===== src/rtl/pdf_pkg.sv =====
package pdf_pkg;

  typedef enum logic [1:0] {
    MODE_OFF   = 2'd0,
    MODE_TIMED = 2'd1,
    MODE_NOW   = 2'd2
  } pdf_mode_e;

  localparam logic [2:0] CODE_OFF   = 3'b000;
  localparam logic [2:0] CODE_SHORT = 3'b001;
  localparam logic [2:0] CODE_MID   = 3'b010;
  localparam logic [2:0] CODE_LONG  = 3'b011;

  function automatic int unsigned max3(input int unsigned a, input int unsigned b,
                                       input int unsigned c);
    int unsigned m;
    m = (a > b) ? a : b;
    return (m > c) ? m : c;
  endfunction

endpackage


===== src/rtl/pdf_code_track.sv =====
module pdf_code_track (
  input  logic       clk_i,
  input  logic       rst_ni,
  input  logic [2:0] code_i,
  output logic [2:0] code_q_o,
  output logic       chg_o
);
  logic [2:0] code_q;

  always_ff @(posedge clk_i or negedge rst_ni) begin
    if (!rst_ni) code_q <= pdf_pkg::CODE_OFF;
    else         code_q <= code_i;
  end

  assign code_q_o = code_q;
  assign chg_o    = (code_i != code_q);
endmodule


===== src/rtl/pdf_code_decode.sv =====
module pdf_code_decode #(
  parameter int unsigned CNT_W       = 10,
  parameter int unsigned SHORT_TICKS = 4,
  parameter int unsigned MID_TICKS   = 129,
  parameter int unsigned LONG_TICKS  = 518
) (
  input  logic [2:0]          code_i,
  output pdf_pkg::pdf_mode_e  mode_o,
  output logic [CNT_W-1:0]    limit_o
);
  import pdf_pkg::*;

  always_comb begin
    mode_o  = MODE_OFF;
    limit_o = '0;
    if (code_i[2]) begin
      mode_o = MODE_NOW;
    end else begin
      unique case (code_i[1:0])
        2'b00: mode_o = MODE_OFF;
        2'b01: begin mode_o = MODE_TIMED; limit_o = CNT_W'(SHORT_TICKS); end
        2'b10: begin mode_o = MODE_TIMED; limit_o = CNT_W'(MID_TICKS);   end
        default: begin mode_o = MODE_TIMED; limit_o = CNT_W'(LONG_TICKS); end
      endcase
    end
  end
endmodule


===== src/rtl/pdf_tick_count.sv =====
module pdf_tick_count #(
  parameter int unsigned CNT_W = 10
) (
  input  logic             clk_i,
  input  logic             rst_ni,
  input  logic             clr_i,
  input  logic             adv_i,
  input  logic [CNT_W-1:0] limit_i,
  output logic [CNT_W-1:0] cnt_o,
  output logic             done_o
);
  logic [CNT_W-1:0] cnt_q;

  always_ff @(posedge clk_i or negedge rst_ni) begin
    if (!rst_ni)                      cnt_q <= '0;
    else if (clr_i)                   cnt_q <= '0;
    else if (adv_i && cnt_q != limit_i) cnt_q <= cnt_q + CNT_W'(1);
  end

  assign cnt_o  = cnt_q;
  assign done_o = (cnt_q == limit_i);
endmodule


===== src/rtl/pwrdn_req_filter.sv =====
module pwrdn_req_filter #(
  parameter int unsigned SHORT_TICKS = 4,
  parameter int unsigned MID_TICKS   = 129,
  parameter int unsigned LONG_TICKS  = 518
) (
  input  logic       clk_i,
  input  logic       rst_ni,
  input  logic       tick_i,
  input  logic       req_i,
  input  logic [2:0] code_i,
  output logic       irq_o
);
  import pdf_pkg::*;

  localparam int unsigned MAX_TICKS = max3(SHORT_TICKS, MID_TICKS, LONG_TICKS);
  localparam int unsigned CNT_W     = $clog2(MAX_TICKS + 1);

  logic [2:0]       code_q;
  logic             code_chg;
  pdf_mode_e        mode;
  logic [CNT_W-1:0] limit;
  logic [CNT_W-1:0] cnt_q;
  logic             expired;
  logic             cnt_clr;
  logic             irq_d;
  logic             irq_q;

  pdf_code_track u_track (
    .clk_i    (clk_i),
    .rst_ni   (rst_ni),
    .code_i   (code_i),
    .code_q_o (code_q),
    .chg_o    (code_chg)
  );

  pdf_code_decode #(
    .CNT_W       (CNT_W),
    .SHORT_TICKS (SHORT_TICKS),
    .MID_TICKS   (MID_TICKS),
    .LONG_TICKS  (LONG_TICKS)
  ) u_decode (
    .code_i  (code_q),
    .mode_o  (mode),
    .limit_o (limit)
  );

  assign cnt_clr = !req_i || code_chg || (mode != MODE_TIMED);

  pdf_tick_count #(.CNT_W(CNT_W)) u_count (
    .clk_i   (clk_i),
    .rst_ni  (rst_ni),
    .clr_i   (cnt_clr),
    .adv_i   (tick_i),
    .limit_i (limit),
    .cnt_o   (cnt_q),
    .done_o  (expired)
  );

  always_comb begin
    irq_d = 1'b0;
    if (req_i && !code_chg) begin
      unique case (mode)
        MODE_NOW:   irq_d = 1'b1;
        MODE_TIMED: irq_d = expired;
        default:    irq_d = 1'b0;
      endcase
    end
  end

  always_ff @(posedge clk_i or negedge rst_ni) begin
    if (!rst_ni) irq_q <= 1'b0;
    else         irq_q <= irq_d;
  end

  assign irq_o = irq_q;
endmodule


===== config.mk =====
export PLATFORM = sky130hd
export DESIGN_NAME = pwrdn_req_filter
export DESIGN_NICKNAME = d
export VERILOG_FILES = /design/src/rtl/pdf_pkg.sv /design/src/rtl/pdf_code_track.sv /design/src/rtl/pdf_code_decode.sv /design/src/rtl/pdf_tick_count.sv /design/src/rtl/pwrdn_req_filter.sv
export SDC_FILE = /design/constraint.sdc
export NUM_CORES = 1
export LEC_CHECK = 0
export ABC_AREA = 1
export BUFFER_PORTS_ARGS = -buffer_cell sky130_fd_sc_hd__buf_2
export CORE_MARGIN = 3
export CORE_UTILIZATION = 44
export DETAILED_ROUTE_END_ITERATION = 7
export PLACE_DENSITY = 0.69
export SLEW_MARGIN = 20
export SYNTH_ARGS = -nofsm -noshare
export SYNTH_HDL_FRONTEND = slang
export SYNTH_SLANG_ARGS = --single-unit

===== constraint.sdc =====
create_clock -name clk_i -period 1.4 [get_ports clk_i]
set_clock_uncertainty 0.05 [all_clocks]
set_input_delay 0.28 -clock clk_i [delete_from_list [all_inputs] [get_ports clk_i]]
set_output_delay 0.28 -clock clk_i [all_outputs]
set_load 0.02 [all_outputs]

### Word-level counts from Yosys, hierarchy flattened

Cells that the tools add are included.
Widths: inputs -> output; s select.

* flip-flop bits (word level): 14
* bits in latches: 0
* RAM bits: 0
* ROM bits: 0
* input bits: 7
* output and inout bits: 1
* logic and storage cells: 28
* memories kept: 0

* add/subtract/negate cells: 1
* multipliers: 0
* div/mod/pow operators: 0
* magnitude comparators: 0
* equality and inequality tests: 8
* shift-type cells: 0
* muxes and demuxes: 8
* bitwise operators: 0
* reduce and logical (&&, ||, !) cells: 8

Operators by type and width (count)
* $mux 10: 3
* $pmux 10 s3: 1
* $add 10x1->10 const B: 1
* $eq 10x10->1: 1
* $ne 10x10->1: 1
* $eq 2x1->1 const B: 2
* $eq 2x2->1 const B: 2
* $ne 3x3->1: 1
* $logic_and 1x1->1: 2
* $logic_not 1->1: 2
* $logic_not 2->1: 1
* $logic_or 1x1->1: 2
* $mux 1: 2
* $mux 2: 1
* $ne 2x1->1 const B: 1
* $pmux 1 s2: 1
* $reduce_bool 2->1: 1

### Depth between registers and ports, before layout

Gate-level depths: netlist (run 1).

* word-level depth: 7
* depth in mapped cells: 9
* depth with buffers taken out: 9

### Hierarchy

Synthesis (run 1) repeated with hierarchy kept, for this count alone.

* cells, all modules: 187
* area total of the unflattened synthesis: 1186.1 um^2

Modules (own cells, without submodules)
* pdf_tick_count: instances 1, cells each 144, area each 879.6 um^2, sequential area each 250.2 um^2
* pdf_code_track: instances 1, cells each 15, area each 126.4 um^2, sequential area each 75.1 um^2
* pdf_code_decode: instances 1, cells each 17, area each 96.3 um^2, sequential area each 0.0 um^2
* pwrdn_req_filter: instances 1, cells each 11, area each 83.8 um^2, sequential area each 25.0 um^2

### Worst setup path before layout (run 1)

No wires, ideal clock.

* kind: register -> register
* from: register u_track.code_q[2] (netlist: u_track.code_q_o[2])
* to: register u_count.cnt_q[0] (netlist: u_count.cnt_o[0])
* setup time: 0.118 ns
* arrival time: 1.176 ns
* data required time: 1.232 ns
* setup slack: 0.056 ns
* stages on the path, launching flop included: 10
* path buffers: 1
* period minus slack after synthesis: 1.344 ns
* path through: dfrtp_1 inv_2 nand3_1 nand2_1 nand2_1 nor2_2 nand3_4 buf_6 nand4_1 nand2_1

* cells in the longest elaborated chain, start to end: 4
* elaborated cells between the ends (all ways): 10
* classes of those cells: eq/ne: 3; mux: 3; reduce/logical: 4

Ends and longest elaborated chain
* start: declaration: line pdf_code_track.sv:8 `logic [2:0] code_q;`
* start signal: assignment: line pdf_code_track.sv:11 `if (!rst_ni) code_q <= pdf_pkg::CODE_OFF;`
* start signal: assignment: line pdf_code_track.sv:12 `else code_q <= code_i;`
* $mux 10, or another cell as far along: line pdf_code_decode.sv:16 `if (code_i[2]) begin`
* $ne 10x10->1, or another cell as far along: line pdf_tick_count.sv:17 `else if (adv_i && cnt_q != limit_i) cnt_q <= cnt_q + CNT_W'(1);`
* $logic_and 1x1->1 / $logic_or 1x1->1 (equally long branches): line pdf_tick_count.sv:17, pwrdn_req_filter.sv:47
* $reduce_bool 2->1 (no line) / $mux 10 (equally long branches)
* end signal: assignment: line pdf_tick_count.sv:17
* end: declaration: line pdf_tick_count.sv:12 `logic [CNT_W-1:0] cnt_q;`

Several ways; a longest one is shown, not always the timed one.
A chain may end at the register's enable or synchronous reset.

### Worst setup path after layout (run 1)

* from: register u_track.code_q[1] (netlist: u_track.code_q_o[1])
* to: register u_count.cnt_q[8] (netlist: u_count.cnt_o[8])

* cells in the longest elaborated chain, start to end: 6
* elaborated cells between the ends (all ways): 15
* classes of those cells: eq/ne: 5; mux: 5; reduce/logical: 5

Ends and longest elaborated chain
* $eq 2x2->1, or another cell as far along: line pdf_code_decode.sv:19 `unique case (code_i[1:0])`
* $pmux 10 s3 / $mux 1 (equally long branches): line pdf_code_decode.sv:19
* $mux 10 / $mux 2 (equally long branches): line pdf_code_decode.sv:16
* $ne 10x10->1 / $ne 2x1->1 (equally long branches): line pdf_tick_count.sv:17, pwrdn_req_filter.sv:47
* $logic_and 1x1->1 / $logic_or 1x1->1 (equally long branches): line pdf_tick_count.sv:17, pwrdn_req_filter.sv:47
* $reduce_bool 2->1 (no line) / $mux 10 (equally long branches)

Several ways; a longest one is shown, not always the timed one.

==> results.py, run 1 <==
metrics = {
    "critical_path": {
        "max_stage_delay_ns": 0.46,
        "path_max_fanout": 6,
        "path_cells": "inv_1 -> nor2_1 -> nand3_1 -> nand2_2 -> nor2_4 -> nand3_4 -> nand2_4 -> nand3_1 -> nand2_1",
        "worstPathArrival_ns": 1.74,
        "critPathRequiredTime_ns": 1.57,
        "crit_type": "flop to flop",
        "r2r_cells": 9,
        "r2r_start": "u_track.code_q_o[1]",
        "regToRegEndpoint": "u_count.cnt_o[8]",
        "crit_end": "u_count.cnt_o[8]",
        "rrSetupSlack_ns": -0.17,
        "cp-startpoint": "u_track.code_q_o[1]",
        "crit_top_cell": "nand3_1",
        "slowest_stage": "dfrtp_2",
        "cp-start-kind": "flop",
        "endpoint_kind": "flop",
    },
    "grt": {
        "track_usage": 0.204,
        "grt_overflow": 0,
        "grt_pass1_wl_um": 4290,
        "grt_start_max_net_pins": 21,
        "first_global_vias": 973,
        "antenna_found_initial": 0,
    },
    "detailed_routing": {
        "wl_per_cell_um": 13.6,
        "drc": 0,
        "wirelength_um": 2640,
        "first_pass_iters": 4,
        "ant_nets": 0,
        "vias": 1038,
        "drt_iter0_drc": 41,
        "via_per_inst": 5.35,
    },
    "timing": {
        "worst_slack_ns": -0.167,
        "hold_viol_final": 0,
        "fin_crit_ns": 1.57,
        "max_freq_ghz": 0.638,
        "relSlewSlack": 0.782,
        "drv_slew": 0,
        "rsz0062_at_grt": "yes",
        "worst_slew_pin_slew_ns": 0.327,
        "post-route-period-util": 1.12,
        "setup_viol": 11,
    },
    "cells_and_area": {
        "layout-drive-gt1-share": 0.353,
        "syn2layout_area_growth_pct": 30.8,
        "fin_util": 0.639,
        "fin_area_mm2": 0.00133,
        "final_nets": 177,
        "num_antenna_cells": 0,
        "stdcell_count": 194,
    },
    "die": {
        "io_pins": 8,
        "die_area_mm2": 0.00292,
        "floorplan.initialDensity": 0.489,
        "die_w_um": 54.1,
        "design.core.area_mm2": 0.00208,
        "rows": 16,
        "die_height_um": 54.1,
    },
    "pwr": {
        "p_leak_nw": 0.706,
        "p_comb_frac": 0.186,
        "switching_share": 0.300,
        "p_clk_frac": 0.296,
        "p_sw_mw": 0.242,
        "ir_worst_vdd_uv": 413,
        "power_density_mw_per_mm2": 606,
        "seq_power_share": 0.518,
        "internal_power_mw": 0.565,
    },
    "yosys": {
        "synthTopCellsByArea": "dfrtp_1, nand2_1, nand3_1",
        "ys_seq_elements": 14,
        "yosys_warnings": 0,
        "yosys.area.top_type": "dfrtp_1",
        "synth.most_common_cell": "nand2_1",
        "netlist.area_leader.share": 0.344,
        "syn_avg_cell_area_um2": 7.32,
        "yosys-top-cells-count": "nand2_1, nand3_1, inv_1",
        "async_flop_share": 1.00,
        "synth_flop_cell": "dfrtp_1",
        "syn-num-nets": 147,
        "synth_edf_count": 0,
        "synthesis.area_mm2": 0.00102,
        "synthCells": 139,
        "seq_area_frac_synth": 0.344,
        "ys_types": 23,
    },
    "clocking": {
        "cts_max_path_buffers": 2,
        "cts-buffers-inserted": 3,
        "clk_pin_slew_worst_paths_ns": 0.09,
        "ctsRootBufferMaster": "clkbuf_4",
        "clk_latency_ns": 0.28,
        "cts_tree": "yes",
        "cts_num_sinks": 14,
        "htree_levels": 1,
    },
    "status": {
        "outcome": "finished with violations",
        "violations": "negative setup slack",
    },
    "place": {
        "placed_area_mm2": 0.00116,
        "dp_cells": 183,
        "place_congestion": 0.827,
        "portBuffers": 7,
        "hpwl_um": 1590,
    },
    "worst_hold_path": {
        "min_path_cells": 1,
        "hold_path.class": "primary input to flop",
    },
    "job": {
        "cap_violations": 0,
    },
}
worst max-delay path, delay by kind of cell (launching register included):
| kind | cells | cell delay [ns] |
|---|---|---|
| DFF | 1 | 0.46 |
| and+or+nand+nor | 8 | 0.89 |
| buffers and inverters | 1 | 0.11 |
cell families after synthesis:
logic type / count (synthesis) / synth area share
compound gates: 3 / 0.0172
buf+inv: 23 / 0.112
flops: 14 / 0.344
xor+xnor: 6 / 0.0517
fa+ha+maj: 1 / 0.0123
simple gates: 92 / 0.462
timing repair:
item                                    in CTS  in global routing
resized for setup                            9                 10
endpoints found under the hold margin       14                  0
endpoints found under the setup margin      10                 11
setup buffers                                4                  1
hold buffers                                 1                  0
pin swaps                                    6                  8
cloned                                       2                  0
sequential cells by signal (all words and copies together) (netlist names):
register and flops:
u_count.cnt_o 10, irq_o 1, u_track.code_q_o 3
layout by cell type (no fill, tap or decap), types with 4 or more instances in the layout:
master    n
nand2_1  34
xor2_1    4
buf_4    19
nor2_1    9
nor2_4    4
dfrtp_1  13
nand4_1  14
nand3_2   8
nand3_1  11
buf_2     7
nand2_2   7
inv_1    16
area by class of cell:
type | count | area, um^2
multi-input combinational | 104 | 647
inverter | 18 | 67.6
fill | 169 | 752
sequential | 14 | 352
clock buffer | 3 | 22.5
tap | 27 | 33.8
timing repair buffer | 28 | 208
power by group through the flow:
stage                     sequential (mW)  combinational, mW  clock (mW)
final                               0.418              0.150       0.239
after global routing                0.419              0.163       0.268
after CTS                           0.416              0.137       0.244
after detailed placement            0.424              0.112           0
after global placement              0.424              0.110           0
after floorplan                     0.425             0.0798           0
worst min path at each step:
stage / startpoint / to / slack [ns]
after floorplan: rst_ni / irq_o / -0.07
after global placement: rst_ni / irq_o / 0.15
after detailed placement: rst_ni / u_count.cnt_o[0] / 0.15
after CTS: code_i[0] / u_track.code_q_o[0] / 0.07
after global routing: code_i[0] / u_track.code_q_o[0] / 0.06
final: code_i[0] / u_track.code_q_o[0] / 0.07
metal layers:
layer	part of all wire	routed length, um	global-route usage	vias up
met2	0.48	1260	0.337	42
met5	0	0	0	-
met1	0.44	1150	0.258	474
met4	0.030	80	0.104	0
li1	-	-	-	514
met3	0.054	142	0.0277	8
metrics by stage:
step | hold slack, ns | power, mW | setup slack [ns] | TNS [ns]
finish | 0.0728 | 0.807 | -0.167 | -1.64
global route | 0.0598 | 0.850 | -0.262 | -2.71
CTS | 0.0659 | 0.797 | -0.0478 | -0.409
detailed placement | 0.150 | 0.536 | -0.0862 | -0.784
global placement | 0.149 | 0.534 | -0.0603 | -0.513
floorplan | -0.0656 | 0.505 | 0.0562 | 0
(Power assumes the default switching activity.)
==> run 2: changes to the inputs <==
--- a/config.mk
+++ b/config.mk
@@ -9,7 +9,9 @@
 export BUFFER_PORTS_ARGS = -buffer_cell sky130_fd_sc_hd__buf_2
 export CORE_MARGIN = 3
 export CORE_UTILIZATION = 44
+export CTS_BUF_LIST = sky130_fd_sc_hd__clkbuf_8
 export DETAILED_ROUTE_END_ITERATION = 7
+export MAX_ROUTING_LAYER = met4
 export PLACE_DENSITY = 0.69
 export SLEW_MARGIN = 20
 export SYNTH_ARGS = -nofsm -noshare
==> run 2 against run 1 <==
Effect of this change:
- the flow still finishes with violations (negative setup slack)
- maximum frequency increased by 1.5%
- core utilization increased by 4.5 points
- sequential share of layout area decreased by 1.6 points
- combinational power increased by 14%
- sequential power increased by 1%
- non-clock buffer count increased by 2
- clock-buffer cell count unchanged
- wire length increased by 13%
- critical endpoint is now u_count.cnt_o[9]
- largest cell class unchanged
- highest routed layer unchanged
==> results.py, run 2 (synthesis results as in run 1) <==
metrics = {
    "detailed_routing": {
        "drc": 0,
        "wirelength_um": 2980,
        "via_per_inst": 5.63,
        "ant_nets": 0,
        "wl_per_cell_um": 15.2,
        "first_pass_iters": 4,
        "vias": 1104,
        "drt_iter0_drc": 31,
    },
    "pwr": {
        "seq_power_share": 0.449,
        "switching_share": 0.289,
        "p_comb_frac": 0.182,
        "p_clk_frac": 0.369,
        "ir_worst_vdd_uv": 782,
        "power_density_mw_per_mm2": 660,
        "p_leak_nw": 0.731,
        "p_sw_mw": 0.272,
        "internal_power_mw": 0.668,
    },
    "timing": {
        "rsz0062_at_grt": "yes",
        "fin_setup_tns_ns": -1.29,
        "fin_crit_ns": 1.54,
        "setup_viol": 11,
        "worst_slew_pin_slew_ns": 0.329,
        "worst_slack_ns": -0.144,
        "post-route-period-util": 1.10,
        "hold_viol_final": 0,
        "drv_slew": 0,
        "max_freq_ghz": 0.648,
        "relSlewSlack": 0.780,
    },
    "clocking": {
        "clk_latency_ns": 0.25,
        "ctsRootBufferMaster": "clkbuf_8",
        "htree_levels": 1,
        "clk_pin_slew_worst_paths_ns": 0.06,
        "cts_max_path_buffers": 2,
        "cts-buffers-inserted": 3,
        "cts_tree": "yes",
        "cts_num_sinks": 14,
    },
    "job": {
        "cap_violations": 0,
    },
    "cells_and_area": {
        "final_nets": 179,
        "final_common_cell": "nand2_1",
        "multiInputGateArea_um2": 694,
        "largest_register_ffs": 10,
        "num_antenna_cells": 0,
        "layout-drive-gt1-share": 0.426,
        "syn2layout_area_growth_pct": 40.0,
        "final_cell_mix": "nand2_1, buf_4, inv_1",
        "final-seq-area_um2": 354,
        "fin_area_mm2": 0.00142,
        "n_fill_cell": 153,
    },
    "place": {
        "hpwl_um": 1590,
        "placed_area_mm2": 0.00116,
        "place_congestion": 0.839,
        "portBuffers": 7,
    },
    "status": {
        "outcome": "finished with violations",
        "violations": "negative setup slack",
    },
    "die": {
        "io_pins": 8,
        "floorplan.initialDensity": 0.489,
        "design.core.area_mm2": 0.00208,
        "die_area_mm2": 0.00292,
        "die_height_um": 54.1,
        "rows": 16,
        "die_w_um": 54.1,
    },
    "grt": {
        "grt_pass1_wl_um": 4360,
        "grt_start_max_net_pins": 21,
        "first_global_vias": 1031,
        "grt_overflow": 0,
        "antenna_found_initial": 0,
        "track_usage": 0.211,
    },
    "critical_path": {
        "critPathRequiredTime_ns": 1.54,
        "slowest_stage": "dfrtp_2",
        "critPathTopFamily": "simple AND/OR/NAND/NOR gates",
        "crit_buf_inv": 1,
        "cp-start-kind": "flop",
        "endpoint_kind": "flop",
        "path_cells": "inv_4 -> nand3_4 -> nand2_2 -> nand2_2 -> nor2_4 -> nand3_4 -> nand2_4 -> nand3_2 -> nand2_1",
        "r2r_cells": 9,
        "worstPathArrival_ns": 1.68,
        "regToRegEndpoint": "u_count.cnt_o[9]",
        "path_max_fanout": 6,
        "max_stage_delay_ns": 0.46,
        "r2r_start": "u_track.code_q_o[2]",
        "rrSetupSlack_ns": -0.14,
        "crit_type": "flop to flop",
        "worst-path-stages": 9,
    },
    "worst_hold_path": {
        "min_to": "u_track.code_q_o[0]",
        "hp-start": "code_i[0]",
        "hold_path.class": "primary input to flop",
        "min_path_cells": 1,
    },
}
==> run 2: changes by cell type in the layout (fill, tap and decap cells not counted), moves of 3 or more <==
cell	change
clkbuf_4	-3
clkbuf_8	+3
nand2_1	-3
nor2_1	-3
==> run 2: worst max path at each step <==
| stage | start | endpoint | slack, ns |
|---|---|---|---|
| 6_report | u_track.code_q_o[2] | u_count.cnt_o[9] | -0.14 |
| 3_3_place_gp | u_track.code_q_o[2] | u_count.cnt_o[0] | -0.06 |
| 5_1_grt | u_track.code_q_o[2] | u_count.cnt_o[9] | -0.22 |
| 2_1_floorplan | u_track.code_q_o[2] | u_count.cnt_o[0] | 0.06 |
| 3_5_place_dp | u_track.code_q_o[2] | u_count.cnt_o[8] | -0.09 |
| 4_1_cts | u_track.code_q_o[2] | u_count.cnt_o[2] | -0.05 |
==> run 2: worst register-to-register path, stage by stage (launching register included) <==
cell and delay (ns):
dfrtp_2 0.46, inv_4 0.12, nand3_4 0.09, nand2_2 0.08, nand2_2 0.06, nor2_4 0.17
nand3_4 0.15, nand2_4 0.16, nand3_2 0.08, nand2_1 0.07
==> run 2: per-layer routing <==
layer  track usage  vias up  wire length [um]
met2         0.337       57              1450
met4        0.0954        0                78
li1              -      519                 -
met3        0.0360        8               206
met5             -        -                 0
met1         0.260      520              1240
==> run 2: area by class of cell <==
cell class                      instances  share of cell area
Sequential cell                        14               0.249
Inverter                               18              0.0492
Tap cell                               27              0.0237
Multi-Input combinational cell        104               0.488
Clock buffer                            3              0.0290
Timing Repair Buffer                   30               0.162
==> run 2: stage by stage <==
step           power (mW)  setup slack, ns  instances  hold WS (ns)  utilization
2_1_floorplan       0.505           0.0562        139       -0.0656            -
3_3_place_gp        0.534          -0.0603        183         0.149        0.559
3_5_place_dp        0.536          -0.0862        183         0.150        0.559
4_1_cts             0.896          -0.0541        193         0.111        0.629
5_1_grt             0.971           -0.225        196         0.111        0.684
6_report            0.939           -0.144        196         0.107        0.684
==> run 2: repair_timing <==
action	4_1_cts	5_1_grt
resized for setup	12	25
pin swaps	9	14
endpoints found under the setup margin	10	11
hold endpoints to repair	14	0
gates cloned	2	0
setup buffers	4	3
hold buffers	1	0
==> run 2: power groups by stage <==
stage	Combinational [mW]	Clock [mW]	Sequential, mW
finish	0.171	0.346	0.422
global route	0.184	0.365	0.422
CTS	0.138	0.340	0.417
detailed placement	0.112	0	0.424
global placement	0.110	0	0.424
floorplan	0.0798	0	0.425
==> run 3: changes to the inputs <==
--- a/config.mk
+++ b/config.mk
@@ -8,12 +8,11 @@
 export ABC_AREA = 1
 export BUFFER_PORTS_ARGS = -buffer_cell sky130_fd_sc_hd__buf_2
 export CORE_MARGIN = 3
-export CORE_UTILIZATION = 44
+export CORE_UTILIZATION = 40
 export CTS_BUF_LIST = sky130_fd_sc_hd__clkbuf_8
 export DETAILED_ROUTE_END_ITERATION = 7
 export MAX_ROUTING_LAYER = met4
-export PLACE_DENSITY = 0.69
-export SLEW_MARGIN = 20
+export PLACE_DENSITY = 0.64
 export SYNTH_ARGS = -nofsm -noshare
 export SYNTH_HDL_FRONTEND = slang
 export SYNTH_SLANG_ARGS = --single-unit
==> run 3 against run 2 <==
Effect of this change:
- the flow still finishes with violations (negative setup slack)
- worst hold slack improved by 0.0099 ns
- maximum frequency increased by 3.5%
- first-iteration DRC count increased by 16%
- core utilization decreased by 8.4 points
==> results.py, run 3 (synthesis results as in run 1) <==
metrics = {
    "cells_and_area": {
        "num_antenna_cells": 0,
        "largest_register_ffs": 10,
        "fin_area_mm2": 0.00139,
        "fin_util": 0.600,
        "final_common_cell": "nand2_1",
        "final_cell_mix": "nand2_1, buf_4, inv_1",
        "final_nets": 180,
        "layout-drive-gt1-share": 0.406,
        "n_fill_cell": 207,
        "syn2layout_area_growth_pct": 36.8,
        "stdcell_count": 198,
    },
    "die": {
        "rows": 17,
        "design.core.area_mm2": 0.00232,
        "die_area_mm2": 0.00318,
        "die_height_um": 56.4,
        "io_pins": 8,
        "floorplan.initialDensity": 0.439,
        "die_w_um": 56.4,
    },
    "pwr": {
        "ir_worst_vdd_uv": 464,
        "p_leak_nw": 0.722,
        "fin_total_pwr_mw": 0.918,
        "power_density_mw_per_mm2": 660,
    },
    "timing": {
        "relSlewSlack": 0.763,
        "whs_ns": 0.117,
        "drv_slew": 0,
        "rsz0062_at_grt": "yes",
        "fin_setup_tns_ns": -0.822,
        "fin_crit_ns": 1.49,
        "post-route-period-util": 1.07,
        "worst_slew_pin_slew_ns": 0.355,
        "setup_viol": 11,
        "hold_viol_final": 0,
        "worst_slack_ns": -0.0925,
        "max_freq_ghz": 0.670,
    },
    "detailed_routing": {
        "ant_nets": 0,
        "via_per_inst": 5.22,
        "vias": 1033,
        "wl_per_cell_um": 14.0,
        "drc": 0,
        "wirelength_um": 2760,
        "drt_iter0_drc": 36,
        "first_pass_iters": 4,
    },
    "clocking": {
        "cts_num_sinks": 14,
        "cts_max_path_buffers": 2,
        "cts_tree": "yes",
        "ctsRootBufferMaster": "clkbuf_8",
        "clk_latency_ns": 0.25,
        "htree_levels": 1,
        "cts-buffers-inserted": 3,
        "clk_pin_slew_worst_paths_ns": 0.06,
    },
    "status": {
        "outcome": "finished with violations",
        "violations": "negative setup slack",
    },
    "grt": {
        "track_usage": 0.188,
        "grt_start_max_net_pins": 21,
        "first_global_vias": 988,
        "antenna_found_initial": 0,
        "grt_pass1_wl_um": 4570,
        "grt_overflow": 0,
    },
    "critical_path": {
        "max_stage_delay_ns": 0.39,
        "critPathRequiredTime_ns": 1.53,
        "worstPathArrival_ns": 1.63,
        "critPathTopFamily": "simple AND/OR/NAND/NOR gates",
        "cp-start-kind": "flop",
        "endpoint_kind": "flop",
        "crit_type": "flop to flop",
        "slowest_stage": "dfrtp_1",
        "path_cells": "buf_4 -> nand2_2 -> nor2_2 -> nand2_1 -> nand2_2 -> nor2_4 -> nand3_4 -> nand2_4 -> nand3_1 -> nand2_1",
        "crit_buf_inv": 1,
        "path_max_fanout": 7,
    },
    "place": {
        "place_congestion": 0.809,
        "portBuffers": 7,
        "dp_cells": 187,
        "hpwl_um": 1730,
        "placed_area_mm2": 0.00119,
        "placement.setup.worst_slack_ns": -0.0920,
    },
    "worst_hold_path": {
        "hold_path.class": "primary input to flop",
    },
    "job": {
        "cap_violations": 0,
    },
}
[run 3: where the power goes]
part	internal (mW)	leakage (nW)	total, mW	switching (mW)
combinational	0.0610	0.514	0.161	0.0998
sequential	0.411	0.186	0.418	0.00713
clock	0.191	0.0216	0.340	0.149
total	0.662	0.722	0.918	0.256
[run 3: metal layers]
metal,vias to the layer above,track usage,wire [um]
li1,523,-,-
met1,470,0.259,1300
met2,31,0.279,1310
met3,9,0.0253,90
met4,0,0.0712,70
met5,-,-,0
[run 3: area by class of cell]
class	count	area [um^2]	area share
multi-input cells	104	664	0.478
flip-flops and latches	14	353	0.254
repair buffers	31	230	0.165
inverters	18	67.6	0.0486
clock buffers	3	41.3	0.0297
well taps	28	35.0	0.0252
[run 3: final timing paths]
path,start,endpoint,slack [ns],cells past startpoint
setup / recovery,u_track.code_q_o[0],u_count.cnt_o[8],-0.09,10
hold / removal,code_i[1],u_track.code_q_o[1],0.12,1
setup reg to reg,u_track.code_q_o[0],u_count.cnt_o[8],-0.09,10
hold reg to reg,u_count.cnt_o[9],u_count.cnt_o[9],0.54,2
max in group asynchronous,rst_ni,u_track.code_q_o[1],0.59,2
min in group asynchronous,rst_ni,u_count.cnt_o[9],0.42,2
[run 3: what timing repair did]
item,CTS,global route
setup buffers,4,1
cloned,2,0
endpoints found under the hold margin,14,0
hold buffers,1,0
pin swaps,4,5
gates resized for setup,10,17
setup endpoints to repair,10,11
